File: config.mk
export PLATFORM = sky130hd
export DESIGN_NAME = fpga_cfg_loader
export DESIGN_NICKNAME = d
export VERILOG_FILES = /design/src/rtl/fcl_pkg.sv /design/src/rtl/fcl_poll_ctr.sv /design/src/rtl/fcl_byte_stream.sv /design/src/rtl/fcl_pin_route.sv /design/src/rtl/fcl_load_fsm.sv /design/src/rtl/fpga_cfg_loader.sv
export SDC_FILE = /design/constraint.sdc
export NUM_CORES = 1
export LEC_CHECK = 0
export BUFFER_PORTS_ARGS = -buffer_cell sky130_fd_sc_hd__clkbuf_2
export CAP_MARGIN = 20
export CORE_MARGIN = 2
export CORE_UTILIZATION = 40
export DETAILED_ROUTE_END_ITERATION = 8
export PLACE_DENSITY = 0.59
export SLEW_MARGIN = 25
export SYNTH_ARGS = -nofsm -noshare
export SYNTH_HDL_FRONTEND = slang
export SYNTH_SLANG_ARGS = --single-unit
export TNS_END_PERCENT = 100
File: constraint.sdc
create_clock -name clk -period 2.1 [get_ports clk]
set_clock_uncertainty 0.05 [all_clocks]
set_input_delay 0.315 -clock clk [delete_from_list [all_inputs] [get_ports clk]]
set_output_delay 0.315 -clock clk [all_outputs]
set_load 0.05 [all_outputs]
File: src/rtl/fcl_pkg.sv
// Shared types for the configuration load controller.
// Assumes exactly two targets; the result encoding is visible at the top ports.
package fcl_pkg;
    localparam int NT    = 2;
    localparam int SEL_W = 1;

    typedef enum logic [1:0] {
        RES_OK      = 2'd0,
        RES_NO_PORT = 2'd1,
        RES_NO_INIT = 2'd2,
        RES_NO_DONE = 2'd3
    } res_t;

    typedef enum logic [2:0] {
        ST_IDLE   = 3'd0,
        ST_ARM    = 3'd1,
        ST_PROG   = 3'd2,
        ST_WINIT  = 3'd3,
        ST_STREAM = 3'd4,
        ST_WDONE  = 3'd5
    } state_t;
endpackage

File: src/rtl/fcl_poll_ctr.sv
// Shared up-counter that times the PROG pulse and both poll windows.
// Assumes the controller clears it before each window and never lets it run past its width.
module fcl_poll_ctr #(
    parameter int W = 8
) (
    input  logic         clk,
    input  logic         rst_n,
    input  logic         clr,
    input  logic         inc,
    output logic [W-1:0] cnt
);
    // count up on inc, clear has priority
    always_ff @(posedge clk) begin
        if (!rst_n)   cnt <= '0;
        else if (clr) cnt <= '0;
        else if (inc) cnt <= cnt + 1'b1;
    end

    AST_CTR_NO_WRAP: assert property (@(posedge clk) disable iff (!rst_n)
        !(inc && !clr && (&cnt)));
endmodule

File: src/rtl/fcl_byte_stream.sv
// Moves byte_count bytes from the buffer to the configuration write strobe.
// Assumes buffer read data arrives one cycle after the read strobe.
module fcl_byte_stream #(
    parameter int AW = 8,
    parameter int LW = 8
) (
    input  logic          clk,
    input  logic          rst_n,
    input  logic          go,
    input  logic [AW-1:0] first_addr,
    input  logic [LW-1:0] count,
    output logic          rd_en,
    output logic [AW-1:0] rd_addr,
    output logic          wr_en,
    output logic          fin
);
    logic          active;
    logic [AW-1:0] ptr;
    logic [LW-1:0] remain;
    logic          pend;

    assign rd_en   = active && (remain != '0);
    assign rd_addr = ptr;
    assign wr_en   = pend;
    assign fin     = active && (remain == '0) && !pend;

    // walk the address range, one read per cycle
    always_ff @(posedge clk) begin
        if (!rst_n) begin
            active <= 1'b0;
            ptr    <= '0;
            remain <= '0;
            pend   <= 1'b0;
        end else begin
            pend <= rd_en;
            if (go) begin
                active <= 1'b1;
                ptr    <= first_addr;
                remain <= count;
            end else if (fin) begin
                active <= 1'b0;
            end else if (rd_en) begin
                ptr    <= ptr + 1'b1;
                remain <= remain - 1'b1;
            end
        end
    end

    AST_RD_WHEN_ACTIVE: assert property (@(posedge clk) disable iff (!rst_n)
        rd_en |=> (wr_en && active));
endmodule

File: src/rtl/fcl_pin_route.sv
// Routes the shared sequencing signals onto the pins of the selected target.
// Holds each INIT low from reset until that target's first accepted load.
module fcl_pin_route
    import fcl_pkg::*;
#(
    parameter int          CFG_AW     = 16,
    parameter logic [NT-1:0] HAS_EN   = '1,
    parameter logic [NT*CFG_AW-1:0] BASES = '0
) (
    input  logic              clk,
    input  logic              rst_n,
    input  logic [SEL_W-1:0]  sel_q,
    input  logic [SEL_W-1:0]  rel_sel,
    input  logic              rel_stb,
    input  logic              en_on,
    input  logic              prog_low,
    input  logic [NT-1:0]     init_in,
    input  logic [NT-1:0]     done_in,
    output logic [NT-1:0]     prog_n,
    output logic [NT-1:0]     enable,
    output logic [NT-1:0]     init_hold,
    output logic              init_seen,
    output logic              done_seen,
    output logic [CFG_AW-1:0] wr_base
);
    logic [CFG_AW-1:0] base_arr [NT];

    for (genvar t = 0; t < NT; t++) begin : g_tgt
        logic hit;
        assign hit         = (sel_q == SEL_W'(t));
        assign base_arr[t] = BASES[t*CFG_AW +: CFG_AW];
        assign prog_n[t]   = !(prog_low && hit);
        assign enable[t]   = en_on && hit && HAS_EN[t];

        // INIT hold is dropped once, at the first load of this target
        always_ff @(posedge clk) begin
            if (!rst_n)                                   init_hold[t] <= 1'b1;
            else if (rel_stb && (rel_sel == SEL_W'(t)))   init_hold[t] <= 1'b0;
        end

        AST_INIT_STAYS_FREE: assert property (@(posedge clk) disable iff (!rst_n)
            !init_hold[t] |=> !init_hold[t]);
    end

    assign init_seen = init_in[sel_q];
    assign done_seen = done_in[sel_q];
    assign wr_base   = base_arr[sel_q];

    AST_PROG_ONE_TARGET: assert property (@(posedge clk) disable iff (!rst_n)
        $onehot0(~prog_n));
endmodule

File: src/rtl/fcl_load_fsm.sv
// Sequencer: enable and release, PROG pulse, INIT wait, stream, DONE wait, result.
// Assumes INIT and DONE are already synchronous to clk.
module fcl_load_fsm
    import fcl_pkg::*;
#(
    parameter int            CTR_W        = 8,
    parameter int            PROG_LOW_CYC = 20,
    parameter int            INIT_POLLS   = 100,
    parameter int            DONE_POLLS   = 100,
    parameter logic [NT-1:0] HAS_PORT     = '1
) (
    input  logic             clk,
    input  logic             rst_n,
    input  logic             start,
    input  logic [SEL_W-1:0] tgt_sel,
    input  logic             init_seen,
    input  logic             done_seen,
    input  logic             strm_fin,
    input  logic [CTR_W-1:0] cnt,
    output logic             ctr_clr,
    output logic             ctr_inc,
    output logic             rel_stb,
    output logic             strm_go,
    output logic             accept,
    output logic [SEL_W-1:0] sel_q,
    output logic             en_on,
    output logic             prog_low,
    output logic             busy,
    output logic             done_valid,
    output res_t             result
);
    localparam logic [CTR_W-1:0] PROG_LAST = CTR_W'(PROG_LOW_CYC - 1);
    localparam logic [CTR_W-1:0] INIT_LAST = CTR_W'(INIT_POLLS - 1);
    localparam logic [CTR_W-1:0] DONE_LAST = CTR_W'(DONE_POLLS - 1);

    state_t state;
    logic   prog_end;

    assign busy     = (state != ST_IDLE);
    assign accept   = (state == ST_IDLE) && start;
    assign rel_stb  = accept && HAS_PORT[tgt_sel];
    assign strm_go  = (state == ST_WINIT) && init_seen;
    assign prog_end = (state == ST_PROG) && (cnt == PROG_LAST);

    // counter control: clear at each window start, count while timing
    always_comb begin
        ctr_clr = (state == ST_IDLE) || (state == ST_ARM) ||
                  (state == ST_STREAM) || prog_end;
        ctr_inc = (state == ST_PROG) || (state == ST_WINIT) || (state == ST_WDONE);
    end

    // main sequence and result register
    always_ff @(posedge clk) begin
        if (!rst_n) begin
            state      <= ST_IDLE;
            sel_q      <= '0;
            en_on      <= 1'b0;
            prog_low   <= 1'b0;
            done_valid <= 1'b0;
            result     <= RES_OK;
        end else begin
            done_valid <= 1'b0;
            case (state)
                ST_IDLE: if (start) begin
                    sel_q <= tgt_sel;
                    if (!HAS_PORT[tgt_sel]) begin
                        done_valid <= 1'b1;
                        result     <= RES_NO_PORT;
                    end else begin
                        en_on <= 1'b1;
                        state <= ST_ARM;
                    end
                end
                ST_ARM: begin
                    prog_low <= 1'b1;
                    state    <= ST_PROG;
                end
                ST_PROG: if (prog_end) begin
                    prog_low <= 1'b0;
                    state    <= ST_WINIT;
                end
                ST_WINIT: if (init_seen) begin
                    state <= ST_STREAM;
                end else if (cnt == INIT_LAST) begin
                    state      <= ST_IDLE;
                    en_on      <= 1'b0;
                    done_valid <= 1'b1;
                    result     <= RES_NO_INIT;
                end
                ST_STREAM: if (strm_fin) begin
                    state <= ST_WDONE;
                end
                ST_WDONE: if (done_seen || (cnt == DONE_LAST)) begin
                    state      <= ST_IDLE;
                    en_on      <= 1'b0;
                    done_valid <= 1'b1;
                    result     <= done_seen ? RES_OK : RES_NO_DONE;
                end
                default: state <= ST_IDLE;
            endcase
        end
    end

    AST_SEL_HELD: assert property (@(posedge clk) disable iff (!rst_n)
        (busy && start) |=> $stable(sel_q));
    AST_PROG_AFTER_ARM: assert property (@(posedge clk) disable iff (!rst_n)
        $rose(prog_low) |-> en_on);
endmodule

File: src/rtl/fpga_cfg_loader.sv
// Top of the configuration load controller: sequencer, byte streamer,
// poll counter and per-target pin routing. All inputs are synchronous to clk.
module fpga_cfg_loader
    import fcl_pkg::*;
#(
    parameter int              BUF_AW       = 8,
    parameter int              LEN_W        = 16,
    parameter int              CFG_AW       = 16,
    parameter int              PROG_LOW_CYC = 20,
    parameter int              INIT_POLLS   = 10_000_000,
    parameter int              DONE_POLLS   = 100_000_000,
    parameter logic [1:0]      TGT_HAS_PORT = 2'b11,
    parameter logic [1:0]      TGT_HAS_EN   = 2'b11,
    parameter logic [CFG_AW-1:0] MAIN_BASE  = CFG_AW'(16'h4000),
    parameter logic [CFG_AW-1:0] MEZZ_BASE  = CFG_AW'(16'h8000)
) (
    input  logic              clk,
    input  logic              rst_n,
    input  logic              start,
    input  logic              tgt_sel,
    input  logic [BUF_AW-1:0] start_addr,
    input  logic [LEN_W-1:0]  byte_count,
    output logic              buf_rd_en,
    output logic [BUF_AW-1:0] buf_rd_addr,
    input  logic [7:0]        buf_rd_data,
    output logic              cfg_wr_en,
    output logic [CFG_AW-1:0] cfg_wr_addr,
    output logic [7:0]        cfg_wr_data,
    output logic [1:0]        prog_n,
    output logic [1:0]        init_hold,
    input  logic [1:0]        init_in,
    input  logic [1:0]        done_in,
    output logic [1:0]        enable,
    output logic              busy,
    output logic              done_valid,
    output logic [1:0]        result
);
    localparam int MAX_A  = (INIT_POLLS > DONE_POLLS) ? INIT_POLLS : DONE_POLLS;
    localparam int MAX_W  = (MAX_A > PROG_LOW_CYC) ? MAX_A : PROG_LOW_CYC;
    localparam int CTR_W  = $clog2(MAX_W + 1);

    logic [CTR_W-1:0]  cnt;
    logic              ctr_clr, ctr_inc, rel_stb, strm_go, strm_fin, accept;
    logic              en_on, prog_low, init_seen, done_seen;
    logic [SEL_W-1:0]  sel_q;
    logic [BUF_AW-1:0] addr_q;
    logic [LEN_W-1:0]  count_q;
    res_t              res_q;

    // capture image location on an accepted start
    always_ff @(posedge clk) begin
        if (!rst_n) begin
            addr_q  <= '0;
            count_q <= '0;
        end else if (accept) begin
            addr_q  <= start_addr;
            count_q <= byte_count;
        end
    end

    fcl_poll_ctr #(.W(CTR_W)) u_ctr (
        .clk(clk), .rst_n(rst_n), .clr(ctr_clr), .inc(ctr_inc), .cnt(cnt)
    );

    fcl_load_fsm #(
        .CTR_W(CTR_W), .PROG_LOW_CYC(PROG_LOW_CYC), .INIT_POLLS(INIT_POLLS),
        .DONE_POLLS(DONE_POLLS), .HAS_PORT(TGT_HAS_PORT)
    ) u_fsm (
        .clk(clk), .rst_n(rst_n), .start(start), .tgt_sel(tgt_sel),
        .init_seen(init_seen), .done_seen(done_seen), .strm_fin(strm_fin),
        .cnt(cnt), .ctr_clr(ctr_clr), .ctr_inc(ctr_inc), .rel_stb(rel_stb),
        .strm_go(strm_go), .accept(accept), .sel_q(sel_q), .en_on(en_on),
        .prog_low(prog_low), .busy(busy), .done_valid(done_valid), .result(res_q)
    );

    fcl_byte_stream #(.AW(BUF_AW), .LW(LEN_W)) u_stream (
        .clk(clk), .rst_n(rst_n), .go(strm_go), .first_addr(addr_q),
        .count(count_q), .rd_en(buf_rd_en), .rd_addr(buf_rd_addr),
        .wr_en(cfg_wr_en), .fin(strm_fin)
    );

    fcl_pin_route #(
        .CFG_AW(CFG_AW), .HAS_EN(TGT_HAS_EN), .BASES({MEZZ_BASE, MAIN_BASE})
    ) u_route (
        .clk(clk), .rst_n(rst_n), .sel_q(sel_q), .rel_sel(tgt_sel),
        .rel_stb(rel_stb), .en_on(en_on), .prog_low(prog_low),
        .init_in(init_in), .done_in(done_in), .prog_n(prog_n),
        .enable(enable), .init_hold(init_hold), .init_seen(init_seen),
        .done_seen(done_seen), .wr_base(cfg_wr_addr)
    );

    assign cfg_wr_data = buf_rd_data;
    assign result      = res_q;

    AST_PROG_IN_LOAD: assert property (@(posedge clk) disable iff (!rst_n)
        (prog_n != 2'b11) |-> busy);
    AST_EN_IN_LOAD: assert property (@(posedge clk) disable iff (!rst_n)
        (enable != 2'b00) |-> busy);
    AST_WR_IN_LOAD: assert property (@(posedge clk) disable iff (!rst_n)
        cfg_wr_en |-> busy);
    AST_DV_ONE_CYCLE: assert property (@(posedge clk) disable iff (!rst_n)
        done_valid |=> !done_valid);
    AST_DV_NOT_BUSY: assert property (@(posedge clk) disable iff (!rst_n)
        done_valid |-> (!busy && (enable == 2'b00)));
    AST_START_GOES_BUSY: assert property (@(posedge clk) disable iff (!rst_n)
        (!busy && start && TGT_HAS_PORT[tgt_sel]) |=> busy);
    AST_NOPORT_FAST: assert property (@(posedge clk) disable iff (!rst_n)
        (!busy && start && !TGT_HAS_PORT[tgt_sel]) |=> (done_valid && !busy));
endmodule

==> metrics.txt <==
status complete, but fails checks; failing checks negative setup slack; Slew HR 64.8%; first-pass GRT wire length 17.9 mm; synthesized area 4380 µm²; worst path required time 1.74 ns; effective utilization at floorplan 40.8%; number of DRC markers in iteration 0 145; Slew @ Worst Pin 0.528 ns; layout cells sized above 1 26.3%; Synth top area share 40.2%; post-synthesis cell count 545; final-report hold violation count 0; antenna violations before repair 0; Post-DP HPWL 7.68 mm; Crit path arrival time 1.78 ns; vias 4,028; clock-pin slew on the worst setup and hold paths 0.08 ns; register area share after synthesis 40.2%; Antenna Cells 0; CTS buffer count 9; most common cell after layout, fill and taps aside nand2_1; yosys warns 0; R2R depth 6; pwr dens 660 nW/µm²; grt total ovfl 0; register bit total from synthesis 88; largest net degree at the start of global routing 39; Post-Route WL 10.9 mm; reg2reg start u_ctr.cnt[26]$_SDFFE_PP0P_; Hold Crit Start byte_count[15]; clock sink count 88; Setup Crit Path Kind flip-flop to output port; Initial DRT Pass Iterations 4; cell taking the most area after synthesis dfxtp_1; CP Launch Type flip-flop; final net count 670; CTS Buffer Depth 2; Worst VDD drop 0.000498 V; Synth Area per Inst 8.04 µm²; sw power 0.00106 W; CTS tree yes; EDFF count, synth 0; Vias per Instance 5.22; post-placement cell area 4980 µm²; fin. max-slew vios 0; hold path cells 3; combinational power share 17.9%; Worst R2R End u_ctr.cnt[15]$_SDFFE_PP0P_; Chip Width 109 µm; placed instance count 746; ys flop type dfxtp_1; maximum clock frequency 465 MHz; I/O pin count 84; FP Rows 38; Antenna Violating Nets Remaining 0; final non-filler cell total 771; Max Cap Viol 0; Clock Latency Late Sink 0.38 ns; top cells by area, synth dfxtp_1 40%, nand2_1 7.5%, a21oi_1 5.6%; Synth cell types 52; ys async rst share 0%; internal power 0.00248 W; die height 109 µm; Pwr Total 0.00354 W; DR WL/cell 14.1 µm; leading cell types in the layout, fill and taps excluded 88 x nand2_1, 80 x dfxtp_1, 54 x buf_4, 52 x clkbuf_2, 48 x a21oi_1; Static Leak 2.06 nW; CTS root buffer clkbuf_8; clock share of power 31.8%; R2R Setup Slk -0.05 ns; H-tree depth 3; crit-path max FO 2; Core ar. 10,700 µm²; Area Growth Syn to Fin 22.4%; Hold EP count_q[15]$_SDFFE_PN0P_; Placer Congestion 0.831; cell area after layout 5370 µm²; Tmin final 2.15 ns; die area 11,800 µm²; Port Buffers 53; RSZ-0062 raised after global routing yes; vias in the first global route 3,768; DRC Markers 0; part of the power in registers 50.4%; Final WS setup -0.0484 ns; Overall Global Routing Usage 19.4%; CP endpoint kind output port; Final Cycle Share 102%; Sw Share 30.1%; setup violators final 29; worst hold path class input port to flip-flop
-- worst max-delay path: stages (launching register included) --
cell and delay, ns:
dfxtp_2 0.33, inv_2 0.05, ha_2 0.16, nor4b_4 0.20, nand4b_1 0.19, o21ai_2 0.19
clkinv_2 0.11, clkbuf_16 0.18
-- power by group through the flow --
stage          combinational, W  clock, W  sequential [W]
6_report               0.000633   0.00112         0.00178
5_1_grt                0.000692   0.00125         0.00179
4_1_cts                0.000614   0.00116         0.00178
3_5_place_dp           0.000594         0         0.00182
3_3_place_gp           0.000585         0         0.00182
2_1_floorplan          0.000459         0         0.00183
-- through the flow --
step | utilization, % | hold slack (ns) | TNS, ns | worst slack [ns]
2_1_floorplan | - | 0.375 | -0.956 | -0.0491
3_3_place_gp | 46.3 | 0.382 | -0.0389 | -0.0142
3_5_place_dp | 46.3 | 0.396 | -0.543 | -0.0311
4_1_cts | 49.0 | 0.0824 | -1.06 | -0.102
5_1_grt | 49.9 | 0.0936 | -3.46 | -0.165
6_report | 49.9 | 0.103 | -0.881 | -0.0484
-- Yosys cell counts, types with 3 or more instances --
| cell | instances |
|---|---|
| and4_1 | 4 |
| and2_1 | 4 |
| nor2b_1 | 4 |
| or4_1 | 4 |
| clkbuf_1 | 25 |
| a31oi_1 | 3 |
| xnor2_1 | 23 |
| a21oi_1 | 49 |
| and3_1 | 3 |
| nor4_1 | 11 |
| nand4b_1 | 3 |
| nand3_1 | 19 |
| nor2_1 | 45 |
| o21ai_0 | 27 |
| dfxtp_1 | 88 |
| nor4b_1 | 4 |
| nand2_1 | 88 |
| or3_1 | 7 |
| nand4_1 | 21 |
| nor3b_1 | 3 |
| xor2_1 | 21 |
| nand3b_1 | 4 |
| a211oi_1 | 8 |
| inv_1 | 8 |
| ha_1 | 4 |
| nor3_1 | 7 |
| buf_4 | 24 |
-- kinds of logic (layout without fill, tap and decap cells) --
logic type / Yosys count / in the layout / share of synthesized area, %
simple gates: 238 / 238 / 26.8
flops: 88 / 88 / 40.2
buf+inv: 63 / 136 / 7.82
xor+xnor: 44 / 44 / 8.79
fa+ha+maj: 4 / 4 / 1.14
mux: 1 / 1 / 0.228
compound gates: 106 / 106 / 14.9
other cells: 1 / 14 / 0.0856
-- timing repair --
item,CTS,global route
pin swaps,4,9
resized for setup,17,20
buffers inserted,6,3
endpoints found under the hold margin,0,0
endpoints found under the setup margin,31,42
hold buffers,0,0
-- area by class of cell --
type	instances	area, µm²
fill	1073	5380
multi-input combinational	407	2450
sequential	88	1770
timing repair buffer	111	753
tap	140	175
clock buffer	13	169
inverter	9	35.0
clock inverter	3	15.0
-- how the worst max path moves through the flow --
stage	from	to	slack, ns	cells after the start
final	u_stream.remain[1]$_SDFFE_PN0P_	buf_rd_en	-0.05	7
after global routing	u_stream.remain[12]$_SDFFE_PN0P_	buf_rd_en	-0.16	6
after floorplan	u_ctr.cnt[26]$_SDFFE_PP0P_	u_ctr.cnt[22]$_SDFFE_PP0P_	-0.05	6
after detailed placement	u_ctr.cnt[26]$_SDFFE_PP0P_	u_ctr.cnt[8]$_SDFFE_PP0P_	-0.03	6
after global placement	u_ctr.cnt[4]$_SDFFE_PP0P_	u_fsm.result[1]$_SDFFE_PN0P_	-0.01	5
after CTS	u_stream.remain[1]$_SDFFE_PN0P_	buf_rd_en	-0.10	7
-- routing by layer --
layer | track usage, % | vias to the layer above | part of all wire [%]
met5 | 0 | - | 0
met4 | 9.34 | 0 | 2.2
met3 | 4.12 | 20 | 3.8
met2 | 31.8 | 73 | 49
met1 | 24.2 | 1899 | 45
li1 | - | 2036 | -
-- sequential cells by signal (all words and copies together) (netlist names) --
signal,cells
u_fsm.state,3
u_stream.active,1
u_stream.remain,16
u_fsm.sel_q,1
u_fsm.en_on,1
u_route.init_hold,2
u_stream.rd_addr,8
count_q,16
u_stream.wr_en,1
u_fsm.prog_low,1
u_ctr.cnt,27
u_fsm.done_valid,1
addr_q,8
u_fsm.result,2
Note: power is estimated with default switching activity, not from simulation.
